## src/rtl/ea_pkg.sv

```systemverilog
package ea_pkg;
  localparam int MODE_W = 4;

  typedef enum logic [MODE_W-1:0] {
    AM_IMM  = 4'd0,
    AM_REG  = 4'd1,
    AM_ABS  = 4'd2,
    AM_RIND = 4'd3,
    AM_MIND = 4'd4,
    AM_IDX  = 4'd5,
    AM_BIX  = 4'd6,
    AM_REL  = 4'd7,
    AM_AINC = 4'd8,
    AM_ADEC = 4'd9
  } am_t;

  typedef enum logic [1:0] {
    KIND_ADDR = 2'd0,
    KIND_IMM  = 2'd1,
    KIND_REG  = 2'd2
  } kind_t;
endpackage

```

## src/rtl/ea_calc.sv

```systemverilog
module ea_calc #(
  parameter int DW  = 32,
  parameter int XW  = 16,
  parameter int RIW = 5
) (
  input  logic [ea_pkg::MODE_W-1:0] mode,
  input  logic                      size,
  input  logic [DW-1:0]             value,
  input  logic [XW-1:0]             offset,
  input  logic [DW-1:0]             ri_val,
  input  logic [DW-1:0]             rj_val,
  input  logic [DW-1:0]             pc_val,
  output logic                      known,
  output logic                      is_ind,
  output ea_pkg::kind_t             kind,
  output logic [DW-1:0]             data,
  output logic                      wb_en,
  output logic [DW-1:0]             wb_data
);
  import ea_pkg::*;

  localparam int WORD_BYTES = DW / 8;

  logic [DW-1:0] off_ext;
  logic [DW-1:0] step;
  logic [DW-1:0] base_plus_off;

  generate
    if (XW >= DW) begin : g_trunc
      assign off_ext = offset[DW-1:0];
    end else begin : g_sext
      assign off_ext = {{(DW-XW){offset[XW-1]}}, offset};
    end
  endgenerate

  assign step          = size ? DW'(WORD_BYTES) : DW'(1);
  assign base_plus_off = ri_val + off_ext;

  always_comb begin
    known   = 1'b1;
    is_ind  = 1'b0;
    kind    = KIND_ADDR;
    data    = '0;
    wb_en   = 1'b0;
    wb_data = '0;
    case (mode)
      AM_IMM:  begin kind = KIND_IMM; data = value; end
      AM_REG:  begin kind = KIND_REG; data = ri_val; end
      AM_ABS:  data = value;
      AM_RIND: data = ri_val;
      AM_MIND: begin is_ind = 1'b1; data = value; end
      AM_IDX:  data = base_plus_off;
      AM_BIX:  data = base_plus_off + rj_val;
      AM_REL:  data = pc_val + off_ext;
      AM_AINC: begin
        data    = ri_val;
        wb_en   = 1'b1;
        wb_data = ri_val + step;
      end
      AM_ADEC: begin
        data    = ri_val - step;
        wb_en   = 1'b1;
        wb_data = ri_val - step;
      end
      default: known = 1'b0;
    endcase
  end
endmodule

```

## src/rtl/ea_ind_ctrl.sv

```systemverilog
module ea_ind_ctrl #(
  parameter int DW = 32
) (
  input  logic          clk,
  input  logic          rst,
  input  logic          start,
  input  logic [DW-1:0] loc,
  input  logic          ind_valid,
  output logic          busy,
  output logic          done,
  output logic [DW-1:0] ind_addr
);
  always_ff @(posedge clk) begin
    if (rst) begin
      busy     <= 1'b0;
      ind_addr <= '0;
    end else if (busy) begin
      if (ind_valid) busy <= 1'b0;
    end else if (start) begin
      busy     <= 1'b1;
      ind_addr <= loc;
    end
  end

  assign done = busy & ind_valid;

  AST_IND_ADDR_HOLD: assert property (@(posedge clk) disable iff (rst)
    (busy && $past(busy)) |-> $stable(ind_addr));
endmodule

```

## src/rtl/ea_unit.sv

```systemverilog
module ea_unit #(
  parameter int DW  = 32,
  parameter int XW  = 16,
  parameter int RIW = 5
) (
  input  logic                      clk,
  input  logic                      rst,
  input  logic                      req_valid,
  input  logic [ea_pkg::MODE_W-1:0] req_mode,
  input  logic                      req_size,
  input  logic [RIW-1:0]            req_ri,
  input  logic [DW-1:0]             req_value,
  input  logic [XW-1:0]             req_offset,
  input  logic [DW-1:0]             ri_val,
  input  logic [DW-1:0]             rj_val,
  input  logic [DW-1:0]             pc_val,
  input  logic                      ind_valid,
  input  logic [DW-1:0]             ind_data,
  output logic                      out_valid,
  output logic [1:0]                out_kind,
  output logic [DW-1:0]             out_data,
  output logic [RIW-1:0]            out_reg,
  output logic                      wb_en,
  output logic [RIW-1:0]            wb_idx,
  output logic [DW-1:0]             wb_data,
  output logic                      ind_req,
  output logic [DW-1:0]             ind_addr,
  output logic                      busy
);
  import ea_pkg::*;

  localparam int WORD_BYTES = DW / 8;

  logic          c_known, c_ind, c_wb;
  kind_t         c_kind;
  logic [DW-1:0] c_data, c_wb_data;
  logic          accept, ind_start, ind_done;

  ea_calc #(.DW(DW), .XW(XW), .RIW(RIW)) u_calc (
    .mode(req_mode), .size(req_size), .value(req_value), .offset(req_offset),
    .ri_val(ri_val), .rj_val(rj_val), .pc_val(pc_val),
    .known(c_known), .is_ind(c_ind), .kind(c_kind), .data(c_data),
    .wb_en(c_wb), .wb_data(c_wb_data)
  );

  assign accept    = req_valid & ~busy & c_known;
  assign ind_start = accept & c_ind;

  ea_ind_ctrl #(.DW(DW)) u_ind (
    .clk(clk), .rst(rst), .start(ind_start), .loc(c_data),
    .ind_valid(ind_valid), .busy(busy), .done(ind_done), .ind_addr(ind_addr)
  );

  assign ind_req = busy;

  always_ff @(posedge clk) begin
    if (rst) begin
      out_valid <= 1'b0;
      out_kind  <= KIND_ADDR;
      out_data  <= '0;
      out_reg   <= '0;
      wb_en     <= 1'b0;
      wb_idx    <= '0;
      wb_data   <= '0;
    end else begin
      out_valid <= 1'b0;
      wb_en     <= 1'b0;
      if (ind_done) begin
        out_valid <= 1'b1;
        out_kind  <= KIND_ADDR;
        out_data  <= ind_data;
      end else if (accept && !c_ind) begin
        out_valid <= 1'b1;
        out_kind  <= c_kind;
        out_data  <= c_data;
        out_reg   <= req_ri;
        wb_en     <= c_wb;
        wb_idx    <= req_ri;
        wb_data   <= c_wb_data;
      end
    end
  end

  AST_NO_OUT_WHILE_BUSY: assert property (@(posedge clk) disable iff (rst)
    busy |-> !out_valid);
  AST_IND_COMPLETES: assert property (@(posedge clk) disable iff (rst)
    $past(busy && ind_valid) |-> (out_valid && !busy && out_kind == KIND_ADDR));
  AST_WB_ADDR_ONLY: assert property (@(posedge clk) disable iff (rst)
    wb_en |-> (out_valid && out_kind == KIND_ADDR && wb_idx == out_reg));
  AST_WB_STEP: assert property (@(posedge clk) disable iff (rst)
    wb_en |-> (wb_data == out_data || wb_data == out_data + DW'(1) ||
               wb_data == out_data + DW'(WORD_BYTES)));
endmodule

```

## config.mk

```make
export PLATFORM = sky130hd
export DESIGN_NAME = ea_unit
export DESIGN_NICKNAME = d
export VERILOG_FILES = /design/src/rtl/ea_pkg.sv /design/src/rtl/ea_calc.sv /design/src/rtl/ea_ind_ctrl.sv /design/src/rtl/ea_unit.sv
export SDC_FILE = /design/constraint.sdc
export NUM_CORES = 1
export LEC_CHECK = 0
export BUFFER_PORTS_ARGS = -buffer_cell sky130_fd_sc_hd__clkbuf_2
export CORE_ASPECT_RATIO = 1.5
export CORE_MARGIN = 2
export CORE_UTILIZATION = 50
export CTS_CLUSTER_SIZE = 16
export DETAILED_ROUTE_END_ITERATION = 10
export GPL_ROUTABILITY_DRIVEN = 0
export MAX_ROUTING_LAYER = met4
export PLACE_DENSITY = 0.75
export RECOVER_POWER = 25
export SYNTH_ARGS = -nofsm -noshare
export SYNTH_HDL_FRONTEND = slang
export SYNTH_HIERARCHICAL = 1
export SYNTH_SLANG_ARGS = --single-unit
export TNS_END_PERCENT = 30
```

## constraint.sdc

```tcl
create_clock -name clk -period 8.4 [get_ports clk]
set_clock_uncertainty 0.15 [all_clocks]
set_input_delay 1.68 -clock clk [delete_from_list [all_inputs] [get_ports clk]]
set_output_delay 1.68 -clock clk [all_outputs]
set_load 0.1 [all_outputs]
```

==> metrics.txt, run 1 <==
status=complete, no violations; # setup viols final=0; Crit Path Class=in2reg; Primary FF master, synth=dfxtp_1; CP startpoint kind=input port; die footprint=26200 µm²; Post-CTS Setup Inserts=0; Worst Min Path Start=u_ind/ind_addr[4]; share of cells above drive strength 1=18.1%; global-route wire length before repair=64400 µm; worst slew pin tran=1.21 ns; die span in y=197 µm; Rows=70; vias=13395; dpl hpwl=32800 µm; worst min path class=reg2reg; VDD IR max=0.112 mV; met2 Usage GRT=50.8%; Yosys warnings=6; pwr dens=145 nW/µm²; cts hold-fix bufs=0; ANT nets after route=0; reg2reg start=u_ind/busy; Seq/Total Area, Yosys=17.1%; Tmin final=7.01 ns; drt pass-1 iters=8; GRT met3 Usage=5.18%; Layout Area Growth over Synthesis=14.0%; initial antenna violation count=7; Placed Cells=2164; clock slew at reported path FFs=0.07 ns; Max-Cap Viols=0; Post-Syn Area per Cell=7.62 µm²; # IOs=302; met1 Usage GRT=36.2%; Initial Util=50.9%; vias per cell=6.12; final hold violation count=0; WL final=41600 µm; die width=133 µm; core area=24400 µm²; clk buf depth=2; CTS tree=built; Leakage Power=5.94 nW; Port Buffer Count=301; overall routing resource usage=31.3%; remaining global-route overflow=0; Worst EP arrival=7.05 ns; Post-synth EDFFs=0; Slew Viols, Final=0; Post-Synthesis Cells=1631; clock latency on the worst-skew pair=0.36 ns; 1st-iter DRT viols=1050; most frequent cells in the layout=clkbuf_2 (246), nand2b_1 (125), a21oi_1 (116), nor2_1 (107), o21ai_0 (107); syn_nets=1926; ys async rst share=0%; commonest non-fill, non-tap cell in the layout=clkbuf_2; Yosys reg bits=106; Netlist cell types=75; WL/cell=19.0 µm; RSZ-0062 raised after global routing=no; DR DRC count=0; Root Driver=clkbuf_16; Worst Setup SP=req_offset[15]; H-tree levels=3; setup ws final=1.39 ns; grt peak-use layer=met2; Num CTS Buffers=9; critical path capture point type=flop; period utilization=83.4%; # fillers=2336; Place WS=1.08 ns; fmax=143 MHz; Crit Path Max Fanout=34; post-CTS sizing=0; Num Clock Sinks=106; Non-Filler Instances=2187; cell area after synthesis=12400 µm²; final setup TNS=0 ns; number of global-route vias before repair=12774; slew margin rel.=19.8%; largest net degree at the start of global routing=103; # nets final=2146; Worst Path Required=8.44 ns
==> kinds of logic (layout without fill, tap and decap cells) <==
group                      after synthesis  in the layout  synth area share [%]
muxes                                   47             47                  3.78
DFF                                    106            106                  17.1
AOI/OAI and AO/OA                      506            506                  28.0
other                                    0              8                     0
and+or+nand+nor                        589            589                  26.4
buffers and inverters                  173            397                  6.53
xor gates and xnor gates               105            105                  7.40
adders and majority gates              105            105                  10.7
==> report_power, final <==
part           internal, W  switching [W]
logic             0.000379       0.000706
registers         0.000524      0.0000114
clock network     0.000233       0.000206
total              0.00114       0.000923
==> worst paths after layout <==
| path | endpoint | slack (ns) | depth (start not counted) |
|---|---|---|---|
| setup reg to reg | wb_data[20] | 5.62 | 6 |
| hold / removal | u_ind/ind_addr[4] | 0.32 | 2 |
| hold reg to reg | u_ind/ind_addr[4] | 0.32 | 2 |
| setup / recovery | out_data[27] | 1.39 | 20 |
==> metrics by stage <==
| step | total power [W] | util [%] | hold WS, ns | area, µm² |
|---|---|---|---|---|
| floorplan | 0.00137 | - | 0.762 | 12400 |
| global placement | 0.00159 | 57.0 | 0.302 | 13900 |
| detailed placement | 0.00161 | 57.0 | 0.308 | 13900 |
| CTS | 0.00205 | 58.2 | 0.321 | 14200 |
| global route | 0.00218 | 58.0 | 0.339 | 14200 |
| finish | 0.00206 | 58.0 | 0.318 | 14200 |
==> sequential cells by signal (all words and copies together) (netlist names) <==
signal and count:
u_ind/ind_addr 32, out_data 32, u_ind/busy 1, wb_data 32, wb_idx 5, out_kind 2, wb_en 1, out_valid 1
==> metal layers <==
layer | vias up | wire length, µm
li1 | 6475 | -
met1 | 6120 | 16800
met2 | 641 | 19100
met3 | 159 | 2970
met4 | 0 | 2710
met5 | - | 0
==> final cells by class <==
class	count	area [µm²]	share of cell area, %
Multi-Input combinational cell	1352	9520	67.2
Sequential cell	106	2120	15.0
Timing Repair Buffer	318	1570	11.1
Tap cell	324	405	2.86
Inverter	64	240	1.70
Clock buffer	10	229	1.62
Clock inverter	5	63.8	0.450
Antenna cell	8	20.0	0.141
==> Yosys cell counts (16+ instances only) <==
cell type / instances / area (µm²)
a2111oi_2: 30 / 450
a211oi_1: 18 / 135
a21o_1: 37 / 278
a21oi_1: 116 / 581
a221oi_1: 31 / 272
a22oi_1: 16 / 120
a31oi_1: 16 / 100
buf_2: 21 / 105
clkbuf_1: 63 / 236
dfxtp_1: 106 / 2120
ha_1: 102 / 1280
inv_1: 64 / 240
mux2i_1: 47 / 470
nand2_1: 103 / 387
nand2b_1: 125 / 782
nand3_1: 25 / 125
nand4_1: 16 / 100
nand4bb_1: 33 / 372
nor2_1: 109 / 409
nor3_1: 95 / 475
o21ai_0: 107 / 536
o21ai_1: 24 / 120
xnor2_1: 53 / 464
xor2_1: 52 / 455
==> worst max-delay path: stages <==
cell and delay [ns]:
clkbuf_2 0.64, ha_1 0.44, a2111oi_0 0.35, o21ai_0 0.15, o21ai_0 0.12, inv_1 0.07, a41oi_1 0.25, o21ai_0 0.23
xor2_1 0.29, ha_1 0.33, a21oi_1 0.25, or4b_2 0.62, a31o_2 0.26, nand4_1 0.15, nor2b_1 0.23, o21ai_0 0.15
xor2_1 0.15, a221o_1 0.39, nor3_1 0.23, a2111oi_2 0.06
Power figures use the tool's default switching activity.
==> inputs of run 2 (changes only) <==
==> constraint.sdc (replaced) <==
create_clock -name clk -period 6.5 [get_ports clk]
set_clock_uncertainty 0.15 [all_clocks]
set_input_delay 1.3 -clock clk [delete_from_list [all_inputs] [get_ports clk]]
set_output_delay 1.3 -clock clk [all_outputs]
set_load 0.1 [all_outputs]
==> metrics.txt, run 2 (same netlist as run 1, synthesis figures left out) <==
status=complete, no violations (unchanged); Num Clock Sinks=106 (unchanged); H-tree levels=3 (unchanged); worst path cell trace=clkbuf_2 > ha_1 > fa_1 > a21oi_1 > o21ai_0 > o211ai_1 > buf_4 > a31oi_2 > a21o_1 > a21o_1 > xor2_1 > ha_1 > a21oi_1 > nand2b_1 > a31oi_1 > or4b_2 > a31o_2 > nand4_1 > nor2b_2 > o21ai_0 > xor2_1 > a221o_1 > nor3_1 > a2111oi_2 (was clkbuf_2 > ha_1 > a2111oi_0 > o21ai_0 > o21ai_0 > inv_1 > a41oi_1 > o21ai_0 > xor2_1 > ha_1 > a21oi_1 > or4b_2 > a31o_2 > nand4_1 > nor2b_1 > o21ai_0 > xor2_1 > a221o_1 > nor3_1 > a2111oi_2); Critical Path Sink=out_data[27] (unchanged); Initial Util=50.9% (unchanged); number of global-route vias before repair=13008 (was 12774); most frequent cells in the layout=clkbuf_2 (246), nand2b_1 (125), a21oi_1 (116), nor2_1 (107), o21ai_0 (107) (unchanged); initial antenna violation count=9 (was 7); NetSw=0.00122 W (was 0.000923 W); cts hold-fix bufs=0 (unchanged); Worst R2R End=out_data[3] (was wb_data[20]); final core utilization=59.2% (was 58.0%); WP buf/inv=2 (unchanged); Switching Fraction=44.6% (was 44.8%); clock slew at reported path FFs=0.08 ns (was 0.07 ns); Worst EP arrival=6.35 ns (was 7.05 ns); final non-filler cell area=14500 µm² (was 14200 µm²); VDD IR max=0.149 mV (was 0.112 mV); # setup viols final=0 (unchanged); R2R Setup Slk=3.64 ns (was 5.62 ns); global-route wire length before repair=65400 µm (was 64400 µm); Tmin final=6.28 ns; clock latency on the worst-skew pair=0.36 ns (about the same); slew margin rel.=19.7% (was 19.8%); Reg2Reg Depth=5 (was 6); WL final=41600 µm (about the same); P_int=0.00151 W (was 0.00114 W); vias per cell=6.08 (was 6.12); largest net degree at the start of global routing=109 (was 103); fmax=159 MHz; DP Area=14200 µm² (was 13900 µm²); Max-Cap Viols=0 (unchanged); die span in y=197 µm (unchanged); Crit-path slowest cell=or4b_2 (was clkbuf_2); core area=24400 µm² (unchanged); Num CTS Buffers=9 (unchanged); Leakage Power=6.12 nW (was 5.94 nW); worst slew pin tran=1.21 ns (about the same); Layout Area Growth over Synthesis=16.4% (was 14.0%); worst min path class=reg2reg (unchanged); # nets final=2183 (was 2146); Worst Setup SP=req_offset[0] (was req_offset[15]); critical path capture point type=flop (unchanged); Crit Path Max Fanout=4 (was 34); pwr dens=189 nW/µm² (was 145 nW/µm²); reg2reg start=u_ind/busy (unchanged); Rows=70 (unchanged); clock power share=21.2% (was 21.3%); # IOs=302 (unchanged); Reg power frac=25.3% (was 26.0%); slowest stage delay, CP=0.65 ns (was 0.64 ns); Port Buffer Count=301 (unchanged); 1st-iter DRT viols=945 (was 1050); period utilization=96.6%; Root Driver=clkbuf_16 (unchanged); # fillers=2317 (was 2336); die footprint=26200 µm² (unchanged); critical path depth=24 (was 20); WL/cell=18.7 µm (was 19.0 µm); final hold violation count=0 (unchanged); clk buf depth=2 (unchanged); share of cells above drive strength 1=19.9% (was 18.1%); Crit path max-delay family=compound AO/OA/AOI/OAI gates (unchanged); commonest non-fill, non-tap cell in the layout=clkbuf_2 (unchanged); Slew Viols, Final=0 (unchanged); Comb power frac=53.5% (was 52.7%); CTS tree=built (unchanged); Crit Path Class=in2reg (unchanged); CP startpoint kind=input port (unchanged); overall routing resource usage=31.7% (was 31.3%); vias=13533 (was 13395); dpl hpwl=32900 µm (was 32800 µm); drt pass-1 iters=6 (was 8); die width=133 µm (unchanged); Largest regs=out_data x32, u_ind/ind_addr x32, wb_data x32 (unchanged); DR DRC count=0 (unchanged); Worst Path Required=6.57 ns (was 8.44 ns); ANT nets after route=0 (unchanged); remaining global-route overflow=0 (unchanged)
==> run 2: how the worst min path moves through the flow <==
stage | start | end | slack (ns) | cells past startpoint
floorplan | u_ind/ind_addr[17] | u_ind/ind_addr[17] | 0.76 | 2
global placement | u_ind/ind_addr[31] | u_ind/ind_addr[31] | 0.30 | 2
detailed placement | u_ind/ind_addr[26] | u_ind/ind_addr[26] | 0.31 | 2
CTS | u_ind/ind_addr[26] | u_ind/ind_addr[26] | 0.32 | 2
global route | u_ind/ind_addr[10] | u_ind/ind_addr[10] | 0.34 | 2
finish | u_ind/ind_addr[26] | u_ind/ind_addr[26] | 0.32 | 2
==> run 2: area by class of cell <==
type                       instances  area (µm²)  area share [%]
clock buffer                      11         233            1.61
sequential                       106        2120            14.7
inverter                          64         240            1.66
antenna                            9        22.5           0.156
clock inverter                     5        60.1           0.415
tap                              324         405            2.80
multi-input combinational       1352        9540            65.9
timing repair buffer             355        1850            12.8
==> run 2: stage by stage <==
step / power (W) / setup slack, ns / hold WS (ns) / setup TNS [ns] / cells
CTS: 0.00272 / 0.253 / 0.318 / 0 / 2215
floorplan: 0.00177 / 0.395 / 0.762 / 0 / 1631
global placement: 0.00210 / 0.0177 / 0.304 / 0 / 2199
detailed placement: 0.00213 / -0.144 / 0.306 / -0.266 / 2199
finish: 0.00273 / 0.218 / 0.318 / 0 / 2226
global route: 0.00288 / -0.0379 / 0.341 / -0.0678 / 2226
==> run 2: power groups by stage <==
stage	Clock [W]	Combinational [W]	Sequential, W
after floorplan	0	0.000870	0.000902
after global placement	0	0.00140	0.000706
after detailed placement	0	0.00142	0.000706
after CTS	0.000593	0.00143	0.000691
after global routing	0.000612	0.00158	0.000694
final	0.000577	0.00146	0.000691
==> run 2: metal layers <==
metal  vias up  track usage [%]  wire length [µm]
li1       6545                -                 -
met1      6224             36.7             16500
met2       627             51.2             19100
met3       137             5.13              3310
met4         0             20.2              2680
met5         -                -                 0
==> run 2: timing repair <==
action | in CTS | in global routing
buffers inserted | 0 | 2
gates resized for setup | 0 | 3
setup endpoints to repair | 0 | 7
==> run 2: worst register-to-register path: cells and delay by family, from the launching register on <==
kind	cells	cell delay (ns)
DFF	1	0.57
and+or+nand+nor	2	0.81
buffers and inverters	2	0.95
AOI/OAI and AO/OA	1	0.29
==> inputs of run 3 (changes only) <==
--- a/config.mk
+++ b/config.mk
@@ -8,12 +8,11 @@
 export BUFFER_PORTS_ARGS = -buffer_cell sky130_fd_sc_hd__clkbuf_2
 export CORE_ASPECT_RATIO = 1.5
 export CORE_MARGIN = 2
-export CORE_UTILIZATION = 50
+export CORE_UTILIZATION = 40
 export CTS_CLUSTER_SIZE = 16
 export DETAILED_ROUTE_END_ITERATION = 10
 export GPL_ROUTABILITY_DRIVEN = 0
 export MAX_ROUTING_LAYER = met4
-export PLACE_DENSITY = 0.75
 export RECOVER_POWER = 25
 export SYNTH_ARGS = -nofsm -noshare
 export SYNTH_HDL_FRONTEND = slang
==> metrics.txt, run 3 (same netlist as run 1, synthesis figures left out) <==
status=complete, no violations (unchanged); Crit Path Class=in2reg (unchanged); WL/cell=18.9 µm (was 18.7 µm); Largest regs=out_data x32, u_ind/ind_addr x32, wb_data x32 (unchanged); Num CTS Buffers=9 (unchanged); core area=30800 µm² (was 24400 µm²); CTS tree=built (unchanged); Rows=79 (was 70); Worst Path Required=6.57 ns (about the same); worst min path class=reg2reg (unchanged); Port Buffer Count=301 (unchanged); clock latency on the worst-skew pair=0.37 ns (was 0.36 ns); NetSw=0.00123 W (was 0.00122 W); Reg power frac=25.0% (was 25.3%); Max-Cap Viols=0 (unchanged); Switching Fraction=44.4% (was 44.6%); Worst R2R End=wb_data[18] (was out_data[3]); die footprint=32500 µm² (was 26200 µm²); initial antenna violation count=11 (was 9); # fillers=3161 (was 2317); CP startpoint kind=input port (unchanged); global-route wire length before repair=67800 µm (was 65400 µm); critical path capture point type=flop (unchanged); Crit Path Max Fanout=4 (unchanged); final setup TNS=0 ns (unchanged); worst slew pin tran=1.22 ns (was 1.21 ns); remaining global-route overflow=0 (unchanged); Pwr Total=0.00277 W (was 0.00273 W); Num Clock Sinks=106 (unchanged); DR DRC count=0 (unchanged); hold slack=0.323 ns (was 0.318 ns); Comb power frac=53.5% (about the same); # nets final=2207 (was 2183); clock slew at reported path FFs=0.07 ns (was 0.08 ns); period utilization=95.5% (was 96.6%); 1st-iter DRT viols=792 (was 945); most frequent cells in the layout=clkbuf_2 (246), nand2b_1 (125), a21oi_1 (116), nor2_1 (107) (was clkbuf_2 (246), nand2b_1 (125), a21oi_1 (116), nor2_1 (107), o21ai_0 (107)); drt pass-1 iters=5 (was 6); die span in y=220 µm (was 197 µm); clock power share=21.6% (was 21.2%); final non-filler cell area=14800 µm² (was 14500 µm²); number of global-route vias before repair=12960 (was 13008); H-tree levels=3 (unchanged); reg2reg start=u_ind/busy (unchanged); Reg2Reg Depth=5 (unchanged); overall routing resource usage=27.0% (was 31.7%); Leakage Power=6.25 nW (was 6.12 nW); Slew Viols, Final=0 (unchanged); Tmin final=6.21 ns (was 6.28 ns); ANT nets after route=0 (unchanged); # setup viols final=0 (unchanged); die width=148 µm (was 133 µm); vias per cell=5.76 (was 6.08); vias=13434 (was 13533); slew margin rel.=18.9% (was 19.7%); DP Area=14500 µm² (was 14200 µm²); Worst Setup SP=req_offset[0] (unchanged); commonest non-fill, non-tap cell in the layout=clkbuf_2 (unchanged); largest net degree at the start of global routing=102 (was 109); clk buf depth=2 (unchanged); Critical Path Sink=out_data[27] (unchanged); Non-Filler Instances=2334 (was 2226); Root Driver=clkbuf_16 (unchanged); R2R Setup Slk=3.47 ns (was 3.64 ns); Layout Area Growth over Synthesis=18.8% (was 16.4%); fmax=161 MHz (was 159 MHz); P_int=0.00154 W (was 0.00151 W); RSZ-0062 raised after global routing=no; dpl hpwl=35200 µm (was 32900 µm); cts hold-fix bufs=0 (unchanged); Initial Util=40.3% (was 50.9%); WL final=44200 µm (was 41600 µm); Placed Cells=2305 (was 2199); Worst EP arrival=6.27 ns (was 6.35 ns); final hold violation count=0 (unchanged); # IOs=302 (unchanged); VDD IR max=0.139 mV (was 0.149 mV); pwr dens=188 nW/µm² (was 189 nW/µm²); share of cells above drive strength 1=20.9% (was 19.9%)
==> run 3: changes by cell type in the layout (fill, tap and decap cells not counted), sizes merged <==
| cell | before | now |
|---|---|---|
| buf | 55 | 79 |
| diode | 9 | 13 |
| clkbuf | 311 | 310 |
| clkinv | 1 | 2 |
| clkinvlp | 1 | 0 |
==> run 3: power groups by stage <==
stage	registers (W)	logic (W)	clock network (W)
global placement	0.000707	0.00145	0
global route	0.000696	0.00161	0.000635
detailed placement	0.000708	0.00146	0
finish	0.000692	0.00148	0.000598
floorplan	0.000902	0.000870	0
CTS	0.000692	0.00147	0.000613
==> run 3: worst max-delay path: stages <==
cell       delay (ns)
clkbuf_2         0.09
ha_1             0.23
fa_1             0.41
a21oi_1          0.18
o21ai_0          0.15
o211ai_1         0.20
buf_4            0.15
a31oi_2          0.14
a21o_1           0.21
a21o_1           0.19
xor2_1           0.16
ha_1             0.33
a21oi_1          0.17
nand2b_1         0.15
a31oi_1          0.10
or4b_2           0.61
a31o_2           0.25
nand4_1          0.12
nor2b_1          0.18
o21ai_0          0.13
xor2_1           0.15
a221o_1          0.38
nor3_1           0.23
a2111oi_2        0.06
==> run 3: area by class of cell <==
cell class              instances  area, µm²  area share (%)
diodes                         13       32.5           0.220
clock buffers                  10        239            1.62
clock inverters                 5       61.3           0.415
inverters                      64        240            1.63
multi-input cells            1352       9540            64.6
flip-flops and latches        106       2120            14.4
well taps                     405        507            3.43
repair buffers                379       2030            13.7
==> run 3: timing repair <==
action,in CTS,in global routing
endpoints found under the setup margin,0,6
resized for setup,0,4
setup buffers,0,1
==> run 3: worst min-delay path by stage <==
| stage | endpoint | slack, ns | depth (start not counted) | start |
|---|---|---|---|---|
| finish | wb_data[16] | 0.32 | 2 | wb_data[16] |
| global route | wb_data[22] | 0.34 | 2 | wb_data[22] |
| floorplan | u_ind/ind_addr[17] | 0.76 | 2 | u_ind/ind_addr[17] |
| detailed placement | u_ind/ind_addr[30] | 0.31 | 2 | u_ind/ind_addr[30] |
| global placement | u_ind/ind_addr[30] | 0.31 | 2 | u_ind/ind_addr[30] |
| CTS | u_ind/ind_addr[30] | 0.32 | 2 | u_ind/ind_addr[30] |
==> run 3: metrics by stage <==
| step | utilization, % | worst slack [ns] |
|---|---|---|
| finish | 47.9 | 0.295 |
| global route | 47.9 | 0.0137 |
| CTS | 47.9 | 0.205 |
| detailed placement | 46.9 | -0.186 |
| global placement | 46.9 | -0.0710 |
| floorplan | - | 0.395 |
==> run 3: layer usage <==
metal  track usage [%]  wire, µm  up-vias
met1              31.8     18700     6215
met5                 -         0        -
met2              44.2     20600      496
met4              16.2      2440        0
li1                  -         -     6615
met3              3.17      2540      108
